==> config.mk <==
export PLATFORM = sky130hd
export DESIGN_NAME = cordic_rot_engine
export DESIGN_NICKNAME = d
export VERILOG_FILES = /design/src/rtl/cordic_pkg.sv /design/src/rtl/cordic_arg_prep.sv /design/src/rtl/cordic_arc_rom.sv /design/src/rtl/cordic_step.sv /design/src/rtl/cordic_iter_seq.sv /design/src/rtl/cordic_rot_engine.sv
export SDC_FILE = /design/constraint.sdc
export NUM_CORES = 2
export LEC_CHECK = 0
export BUFFER_PORTS_ARGS = -buffer_cell sky130_fd_sc_hd__buf_2
export CAP_MARGIN = 30
export CORE_AREA = 2 2 256 258
export DETAILED_ROUTE_END_ITERATION = 7
export DIE_AREA = 0 0 258 260
export HOLD_SLACK_MARGIN = 0.15
export PLACE_DENSITY = 0.9
export SETUP_SLACK_MARGIN = 0.1
export SLEW_MARGIN = 20
export SYNTH_ARGS = -nofsm -noshare
export SYNTH_HDL_FRONTEND = slang
export SYNTH_SLANG_ARGS = --single-unit
==> constraint.sdc <==
create_clock -name clk_i -period 16.8 [get_ports clk_i]
set_clock_uncertainty 0.2 [all_clocks]
set_input_delay 5.04 -clock clk_i [delete_from_list [all_inputs] [get_ports clk_i]]
set_output_delay 5.04 -clock clk_i [all_outputs]
set_load 0.01 [all_outputs]
==> src/rtl/cordic_pkg.sv <==
package cordic_pkg;
  localparam int ANG_W = 32;
  localparam int W     = 34;
  localparam int FRAC  = 30;

  typedef logic signed [W-1:0] dat_t;

  // inverse gains, Q.30 then scaled to FRAC
  localparam dat_t GAIN_C = dat_t'(34'sd652032874)  <<< (FRAC - 30);
  localparam dat_t GAIN_H = dat_t'(34'sd1296540104) <<< (FRAC - 30);
  // 2*pi with 28 fraction bits
  localparam logic signed [31:0] TWO_PI_Q28 = 32'sh6487ED51;

  function automatic bit is_rep(int s);
    int k;
    k = 4;
    for (int n = 0; n < 8; n++) begin
      if (k == s) return 1'b1;
      k = 3 * k + 1;
    end
    return 1'b0;
  endfunction

  function automatic int rep_count(int n);
    int c;
    c = 0;
    for (int s = 1; s <= n; s++) if (is_rep(s)) c++;
    return c;
  endfunction

  // atan(2^-i) or atanh(2^-i) with 60 fraction bits, by power series
  function automatic logic signed [63:0] arc_q60(int i, bit hyp);
    logic signed [63:0] term, acc;
    acc = '0;
    if (i == 0) begin
      acc = hyp ? 64'sd0 : 64'sh0C90FDAA22168C23;
    end else begin
      term = 64'sd1 <<< (60 - i);
      for (int k = 0; k < 24; k++) begin
        if (hyp || (k % 2 == 0)) acc = acc + term / 64'(2 * k + 1);
        else                     acc = acc - term / 64'(2 * k + 1);
        term = term >>> (2 * i);
      end
    end
    return acc;
  endfunction
endpackage

==> src/rtl/cordic_arg_prep.sv <==
module cordic_arg_prep
  import cordic_pkg::*;
(
  input  logic             mode_i,
  input  logic [ANG_W-1:0] angle_i,
  input  logic [ANG_W-1:0] hyp_arg_i,
  output dat_t             x0_o,
  output dat_t             z0_o,
  output logic             flip_o
);
  logic signed [ANG_W-1:0]   turn_s;
  logic signed [2*ANG_W-1:0] prod;

  // quadrants 1 and 2 move by half a turn; bit 30 becomes the new sign
  always_comb begin
    turn_s = {angle_i[ANG_W-2], angle_i[ANG_W-2:0]};
    prod   = 64'(turn_s) * 64'(TWO_PI_Q28);
    if (mode_i) begin
      x0_o   = GAIN_H;
      z0_o   = dat_t'(hyp_arg_i) <<< (FRAC - 30);
      flip_o = 1'b0;
    end else begin
      x0_o   = GAIN_C;
      z0_o   = dat_t'(prod >>> (60 - FRAC));
      flip_o = angle_i[ANG_W-1] ^ angle_i[ANG_W-2];
    end
  end
endmodule

==> src/rtl/cordic_arc_rom.sv <==
module cordic_arc_rom
  import cordic_pkg::*;
#(
  parameter int DEPTH = 17,
  parameter int SHW   = 5
) (
  input  logic [SHW-1:0] sh_i,
  input  logic           hyp_i,
  output dat_t           dz_o
);
  dat_t circ_tbl [DEPTH];
  dat_t hyp_tbl  [DEPTH];

  for (genvar g = 0; g < DEPTH; g++) begin : g_ent
    assign circ_tbl[g] = dat_t'(arc_q60(g, 1'b0) >>> (60 - FRAC));
    assign hyp_tbl[g]  = dat_t'(arc_q60(g, 1'b1) >>> (60 - FRAC));
  end

  assign dz_o = hyp_i ? hyp_tbl[sh_i] : circ_tbl[sh_i];
endmodule

==> src/rtl/cordic_step.sv <==
module cordic_step
  import cordic_pkg::*;
#(
  parameter int SHW = 5
) (
  input  dat_t           x_i,
  input  dat_t           y_i,
  input  dat_t           z_i,
  input  dat_t           dz_i,
  input  logic [SHW-1:0] sh_i,
  input  logic           hyp_i,
  output dat_t           x_o,
  output dat_t           y_o,
  output dat_t           z_o
);
  dat_t xs, ys;

  always_comb begin
    xs = x_i >>> sh_i;
    ys = y_i >>> sh_i;
    if (!z_i[W-1]) begin
      x_o = hyp_i ? x_i + ys : x_i - ys;
      y_o = y_i + xs;
      z_o = z_i - dz_i;
    end else begin
      x_o = hyp_i ? x_i - ys : x_i + ys;
      y_o = y_i - xs;
      z_o = z_i + dz_i;
    end
  end
endmodule

==> src/rtl/cordic_iter_seq.sv <==
module cordic_iter_seq
  import cordic_pkg::*;
#(
  parameter int ITERS = 16,
  parameter int SHW   = 5
) (
  input  logic           clk_i,
  input  logic           rst_ni,
  input  logic           start_i,
  input  logic           mode_i,
  output logic           busy_o,
  output logic [SHW-1:0] sh_o,
  output logic           hyp_o,
  output logic           fin_o
);
  logic           busy_q, hyp_q, rep_q, fin_q, last, rep_now;
  logic [SHW-1:0] sh_q;

  always_comb begin
    rep_now = hyp_q && is_rep(int'(sh_q)) && !rep_q;
    last    = (int'(sh_q) == (hyp_q ? ITERS : ITERS - 1)) && !rep_now;
  end

  always_ff @(posedge clk_i or negedge rst_ni) begin
    if (!rst_ni) begin
      busy_q <= 1'b0;
      hyp_q  <= 1'b0;
      rep_q  <= 1'b0;
      fin_q  <= 1'b0;
      sh_q   <= '0;
    end else begin
      fin_q <= busy_q && last;
      if (start_i && !busy_q) begin
        busy_q <= 1'b1;
        hyp_q  <= mode_i;
        rep_q  <= 1'b0;
        sh_q   <= mode_i ? SHW'(1) : '0;
      end else if (busy_q) begin
        if (last) begin
          busy_q <= 1'b0;
        end else if (rep_now) begin
          rep_q <= 1'b1;
        end else begin
          rep_q <= 1'b0;
          sh_q  <= sh_q + SHW'(1);
        end
      end
    end
  end

  assign busy_o = busy_q;
  assign sh_o   = sh_q;
  assign hyp_o  = hyp_q;
  assign fin_o  = fin_q;
endmodule

==> src/rtl/cordic_rot_engine.sv <==
module cordic_rot_engine
  import cordic_pkg::*;
#(
  parameter int ITERS = 16
) (
  input  logic             clk_i,
  input  logic             rst_ni,
  input  logic             start_i,
  input  logic             mode_i,
  input  logic [ANG_W-1:0] angle_i,
  input  logic [ANG_W-1:0] hyp_arg_i,
  output logic signed [W-1:0] x_o,
  output logic signed [W-1:0] y_o,
  output logic signed [W-1:0] sum_o,
  output logic             done_o
);
  localparam int SHW   = $clog2(ITERS + 1);
  localparam int DEPTH = ITERS + 1;

  logic           busy, hyp, fin, flip0, flip_q, accept;
  logic [SHW-1:0] sh;
  dat_t           x0, z0, dz, nx, ny, nz;
  dat_t           x_q, y_q, z_q, xc, yc;
  dat_t           x_out, y_out, s_out;
  logic           done_q;

  cordic_iter_seq #(.ITERS(ITERS), .SHW(SHW)) u_seq (
    .clk_i  (clk_i),
    .rst_ni (rst_ni),
    .start_i(start_i),
    .mode_i (mode_i),
    .busy_o (busy),
    .sh_o   (sh),
    .hyp_o  (hyp),
    .fin_o  (fin)
  );

  cordic_arg_prep u_prep (
    .mode_i   (mode_i),
    .angle_i  (angle_i),
    .hyp_arg_i(hyp_arg_i),
    .x0_o     (x0),
    .z0_o     (z0),
    .flip_o   (flip0)
  );

  cordic_arc_rom #(.DEPTH(DEPTH), .SHW(SHW)) u_rom (
    .sh_i (sh),
    .hyp_i(hyp),
    .dz_o (dz)
  );

  cordic_step #(.SHW(SHW)) u_step (
    .x_i  (x_q),
    .y_i  (y_q),
    .z_i  (z_q),
    .dz_i (dz),
    .sh_i (sh),
    .hyp_i(hyp),
    .x_o  (nx),
    .y_o  (ny),
    .z_o  (nz)
  );

  assign accept = start_i && !busy;

  always_ff @(posedge clk_i or negedge rst_ni) begin
    if (!rst_ni) begin
      x_q    <= '0;
      y_q    <= '0;
      z_q    <= '0;
      flip_q <= 1'b0;
    end else if (accept) begin
      x_q    <= x0;
      y_q    <= '0;
      z_q    <= z0;
      flip_q <= flip0;
    end else if (busy) begin
      x_q <= nx;
      y_q <= ny;
      z_q <= nz;
    end
  end

  always_comb begin
    xc = flip_q ? -x_q : x_q;
    yc = flip_q ? -y_q : y_q;
  end

  always_ff @(posedge clk_i or negedge rst_ni) begin
    if (!rst_ni) begin
      x_out  <= '0;
      y_out  <= '0;
      s_out  <= '0;
      done_q <= 1'b0;
    end else begin
      done_q <= fin;
      if (fin) begin
        x_out <= xc;
        y_out <= yc;
        s_out <= xc + yc;
      end
    end
  end

  assign x_o    = x_out;
  assign y_o    = y_out;
  assign sum_o  = s_out;
  assign done_o = done_q;
endmodule

Word-level counts from Yosys, hierarchy flattened --
Memory sizes are Yosys's and may differ from the RTL's. Cells that the tools add are included.
Storage, ports and cells: word-level logic and storage cells 194, bits in read-only memories 2176, memories kept 2, input bits 68, flip-flop bits (word level) 215
Memory list:
- (name not given) | words 32, width 34, rd ports 1, clocked after memory_dff 0, wr ports 0, line cordic_arc_rom.sv:19 | assign dz_o = hyp_i ? hyp_tbl[sh_i] : circ_tbl[sh_i];
- (name not given) | words 32, width 34, rd ports 1, clocked after memory_dff 0, wr ports 0, line cordic_arc_rom.sv:19
Operators by class: equality and inequality tests 11, muxes and demuxes 129, add/sub/neg operators 16, shift-type cells 2, reduce and logical (&&, ||, !) cells 11, multiply operators 7, magnitude comparators 1, bitwise operators 2
Operators by type and width (number):
- two-way mux 32 bit | 27
- two-way mux 34 bit | 19
- adder 32 x 2 -> 32 bit, second input constant | 6
- == test 32 x 6 -> 1 bit | 6
- multiplier 3 x 32 -> 32 bit, first input constant | 5
- adder 34 bit | 4
- subtractor 34 bit | 3
- two-way mux 1 bit | 76
- negation 34 bit | 2
- >>> shifter 34 x 5 -> 34 bit | 2
- multiplier 31 x 32 -> 63 bit, second input constant | 1
- == test 6 x 32 -> 1 bit | 1
- two-way mux 31 bit | 1
- two-way mux 5 bit | 5
- greater-or-equal comparator 6 bit, second input constant | 1
- multiplier 2 x 4 -> 6 bit, first input constant | 1
- inverter 5 -> 6 bit | 1
- adder 5 x 1 -> 5 bit, second input constant | 1
- == test 4 x 5 -> 1 bit | 1
- == test 4 x 5 -> 1 bit, first input constant | 1
- logical AND 1 bit | 5
- two-way mux 4 bit | 1
- != test 2 bit, second input constant | 2
- zero test 1 bit | 3
- 4 further kinds | 4

Logic depth before layout (Yosys ltp) --
depth after elaboration 80, mapped depth 62, mapped depth without buffers 54

By module --
A second synthesis with hierarchy kept.
Second synthesis, totals: cell total of the unflattened synthesis 5417, area, all modules 45615.0 µm²
By module, submodules not included:
- cordic_arg_prep | instances 1, area each 16474.6 µm², seq. area each 0.0 µm², cells each 1699
- cordic_step | instances 1, area each 12647.1 µm², seq. area each 0.0 µm², cells each 1809
- cordic_rot_engine | instances 1, area each 11421.0 µm², seq. area each 5154.9 µm², cells each 1212
- cordic_iter_seq | instances 1, area each 3938.8 µm², seq. area each 225.2 µm², cells each 522
- cordic_arc_rom | instances 1, area each 1133.6 µm², seq. area each 0.0 µm², cells each 175

Worst setup path before layout --
Ideal clock, no wire load.
path type input -> register, start point input port angle_i[5], end point register z_q[32], required time 16461 ps, path buffers 0, arrival time 12402 ps, library setup time 139 ps, path slack 4059 ps, cell stages on the path 29, cell sequence inv_1 fa_1 inv_1 fa_1 inv_1 fa_1 inv_1 fa_1 inv_1 fa_1 inv_1 fa_1 fa_1 fa_1 ha_1 o2111ai_1 a211oi_1 o21ai_0 a21oi_1 a21oi_1 o21a_1 o311ai_0 nand3_1 and4_1 o31ai_1 a21oi_1 xnor2_1 a21oi_1 a22oi_1
Between the ends: longest elaborated chain between the ends 3
Ends and longest elaborated chain:
- start, declared | line cordic_rot_engine.sv:10 | input logic [ANG_W-1:0] angle_i,
- multiplier 31 x 32 -> 63 bit | line cordic_arg_prep.sv:17 | prod = 64'(turn_s) * 64'(TWO_PI_Q28);
- two-way mux 34 bit | line cordic_arg_prep.sv:18 | if (mode_i) begin
- two-way mux 34 bit | line cordic_rot_engine.sv:73 | end else if (accept) begin
- end signal, assigned | line cordic_rot_engine.sv:76 | z_q <= z0;
- end signal, assigned | line cordic_rot_engine.sv:81 | z_q <= nz;
- end, declared | line cordic_rot_engine.sv:23 | dat_t x_q, y_q, z_q, xc, yc;
No other way between the ends. A chain may end at the register's enable or synchronous reset.

Final worst setup path --
start point register u_seq.sh_q[3] (netlist: u_seq.sh_o[3]), end point register u_seq.sh_q[0] (netlist: u_seq.sh_o[0])
Between the ends: longest elaborated chain between the ends 79, elaborated cells on any way between the ends 123
Ends and longest elaborated chain:
- start, declared | line cordic_iter_seq.sv:17 | logic [SHW-1:0] sh_q;
- start signal, assigned | line cordic_iter_seq.sv:37 | sh_q <= mode_i ? SHW'(1) : '0;
- start signal, assigned | line cordic_iter_seq.sv:45 | sh_q <= sh_q + SHW'(1);
- branches (longest 78 deep; another with adder 32 x 2 -> 32 bit)
- AND reduction 3 bit (no line) *
Every way passes the cells marked *. The select of a mux whose other input is x is not followed.

==> flow_metrics.env <==
export IMPL_fin_cells=5664
export IMPL_dr_total_vias=36253
export IMPL_tightest_slew_ns=1.04
export IMPL_synthCells=4780
export IMPL_drc=0
export IMPL_cts_resized_gates=0
export IMPL_arrival_ns=14.06
export IMPL_ant_nets=0
export IMPL_synthMuxAreaShare_pct=7.20
export IMPL_worst_ep_required_time_ns=17.09
export IMPL_hold_path_class="register to register"
export IMPL_regToRegSetupSlack_ns=3.03
export IMPL_ys_ff_latch=215
export IMPL_status="complete, no violations"
export IMPL_cts_tree="built"
export IMPL_avgViaCountPerCell=6.40
export IMPL_synth_compound_area_share_pct=15.8
export IMPL_relSlewSlack_pct=30.6
export IMPL_hold_depth=1
export IMPL_syn_area_per_cell_um2=8.64
export IMPL_drt_iter0_drc=4038
export IMPL_grt_pass1_vias=36116
export IMPL_wl_per_cell_um=20.9
export IMPL_crit_path_max_fanout=76
export IMPL_synth_top_family_by_area="adder cells"
export IMPL_start_kind="register"
export IMPL_portBuffers=170
export IMPL_cts_buffers_inserted=25
export IMPL_cts_root_buffer="clkbuf_16"
export IMPL_post_route_period_util_pct=81.9
export IMPL_cts_hold_buf=0
export IMPL_routed_wl_um=118000
export IMPL_synth_fa_ha_area_share_pct=36.5
export IMPL_die_h_um=260
export IMPL_synth_edf_count=0
export IMPL_initial_core_util_pct=64.4
export IMPL_synth_ff_type="dfrtp_1"
export IMPL_yosys_area_share_xor_xnor_pct=6.57
export IMPL_diodes=0
export IMPL_overflow=0
export IMPL_hold_path_startpoint="x_o[3]"
export IMPL_worstRegToRegCells=51
export IMPL_endpoint_kind="register"
export IMPL_final_setup_tns_ns=0
export IMPL_die_area_um2=67100
export IMPL_rsz0062_at_grt="false"
export IMPL_cts_htree_levels=1
export IMPL_cts_setup_buffers=0
export IMPL_cp_common_cell="ha_1"
export IMPL_synth_warnings=0
export IMPL_area_growth_pct=5.41
export IMPL_antenna_found_initial=1
export IMPL_max_cap_viol_count=0
export IMPL_pin_count=171
export IMPL_synth_net_count=5839
export IMPL_first_pass_iters=7
export IMPL_fin_nets=5851
export IMPL_synth_simple_gate_area_share_pct=13.3
export IMPL_grt_max_degree=110
export IMPL_insertion_delay_ns=0.59
export IMPL_hold_end="x_o[3]"
export IMPL_ys_seq_area_share_pct=13.0
export IMPL_crit_path_top_delay_cell="buf_4"
export IMPL_fin_crit_ns=13.77
export IMPL_setup_violations=0
export IMPL_clk_pin_slew_ns=0.06
export IMPL_grt_pass1_wl_um=190000
export IMPL_hold_viol=0
export IMPL_cts_buffer_depth=3
export IMPL_async_flop_share_pct=100
export IMPL_crit_type="register to register"
export IMPL_die_w_um=258
export IMPL_max_freq_mhz=72.6
export IMPL_slowest_delay_ns=0.68
export IMPL_clock_sinks=215
export IMPL_num_rows=93
export IMPL_yosysUniqueCellTypes=101
export IMPL_slew_violations=0
export IMPL_rr_startpoint="u_seq.sh_o[3]"
export IMPL_dp_cells=5618
export IMPL_fillers=4809
export IMPL_place_congestion=1.03
export IMPL_syn_area_um2=41300
export IMPL_r2r_end="u_seq.sh_o[0]"
export IMPL_coreArea_um2=64100
export IMPL_track_usage_pct=35.1
export IMPL_hpwlAfterDp_um=92600
export IMPL_drive_above_1_share_pct=10.1
-- how the worst max path moves through the flow --
stage / start / end / slack, ns / cells past startpoint
after global placement: angle_i[5] / z_q[32] / 2.97 / 30
after global routing: u_seq.sh_o[3] / u_seq.sh_o[0] / 2.10 / 51
final: u_seq.sh_o[3] / u_seq.sh_o[0] / 3.03 / 51
after floorplan: angle_i[5] / z_q[32] / 4.06 / 29
after CTS: angle_i[14] / z_q[32] / 3.26 / 28
after detailed placement: angle_i[14] / z_q[32] / 2.76 / 28
-- critical path, delay by kind of cell, from the launching register on --
kind | cells | cell delay [ns]
AOI/OAI and AO/OA | 18 | 3.96
DFF | 1 | 0.65
adders and majority gates | 7 | 2.51
muxes | 2 | 0.46
xor gates and xnor gates | 3 | 0.58
and+or+nand+nor | 15 | 3.80
buffers and inverters | 6 | 1.47
-- sequential cells by signal (all words and copies together) (netlist names) --
name and flops:
u_seq.busy_o 1, u_seq.hyp_o 1, x_o 34, z_q 34, u_seq.rep_q 1, u_seq.fin_o 1, sum_o 34, done_o 1
y_o 34, u_seq.sh_o 5, y_q 34, flip_q 1, x_q 34
-- placed cells by master, fill, tap and decap left out, drive strengths merged, types with 50 or more instances in the layout --
| cell type | count |
|---|---|
| nor2 | 299 |
| inv | 619 |
| fa | 354 |
| mux2 | 109 |
| a21o | 61 |
| xor2 | 100 |
| buf | 198 |
| a31oi | 50 |
| ha | 637 |
| nand2 | 417 |
| nor3 | 100 |
| xnor2 | 210 |
| nand3 | 80 |
| o21ai | 312 |
| a21oi | 267 |
| mux4 | 55 |
| dfrtp | 215 |
| o21a | 51 |
-- cell families (layout without fill, tap and decap cells) --
logic type      after synthesis  count (layout)
xor+xnor                    310             310
flops                       215             215
compound gates             1043            1043
simple gates               1175            1175
buf+inv                     833             862
mux                         213             213
fa+ha+maj                   991             991
-- area by class of cell --
class	count	area, um^2	area share (%)
flip-flops and latches	215	5400	12.4
clock inverters	9	124	0.284
inverters	620	2330	5.34
multi-input cells	3732	32800	75.3
well taps	855	1070	2.46
clock buffers	35	713	1.64
repair buffers	198	1110	2.55
-- cell usage after synthesis, types with 10 or more instances --
cell type,number,area [um^2]
nand2b_1,38,238
xor2_1,100,876
a21oi_1,266,1330
mux4_2,55,1240
nor2_1,297,1110
nor3_1,100,500
mux2i_1,48,480
o211ai_1,41,308
xnor2_1,210,1840
clkbuf_1,166,623
nand2_1,417,1570
a21o_1,61,458
and3_1,36,225
a211oi_1,40,300
nor2b_1,43,269
a31oi_1,50,313
o21a_1,50,375
mux2_2,108,1220
o21bai_1,37,278
and2_1,31,194
inv_1,614,2300
fa_1,354,7090
ha_1,637,7970
or2_2,19,119
a31o_2,22,193
dfrtp_1,215,5380
or3_1,32,200
o21ai_0,302,1510
nor4_1,13,81.3
o31ai_1,32,240
buf_1,38,143
o311ai_0,10,87.6
nand4_1,15,93.8
o22ai_1,12,75.1
nand3_1,78,390
-- routing by layer --
layer | track usage, % | part of all wire, % | vias up
li1 | - | - | 16420
met1 | 45.6 | 39 | 17311
met2 | 56.1 | 45 | 2068
met3 | 7.73 | 10 | 452
met4 | 15.7 | 5.7 | 2
met5 | 0.427 | 0.0085 | -
-- stage by stage --
| step | worst slack (ns) | cell area, um^2 | hold slack (ns) | utilization (%) |
|---|---|---|---|---|
| floorplan | 4.06 | 41300 | 0.152 | - |
| finish | 3.03 | 43500 | 0.306 | 67.9 |
| detailed placement | 2.76 | 42700 | 0.290 | 66.5 |
| global route | 2.10 | 43500 | 0.321 | 67.9 |
| CTS | 3.26 | 43500 | 0.306 | 67.8 |
| global placement | 2.97 | 42700 | 0.285 | 66.5 |
Power is not shown: default switching activity piles up to over one toggle a cycle in this logic, so the estimate is an artifact.
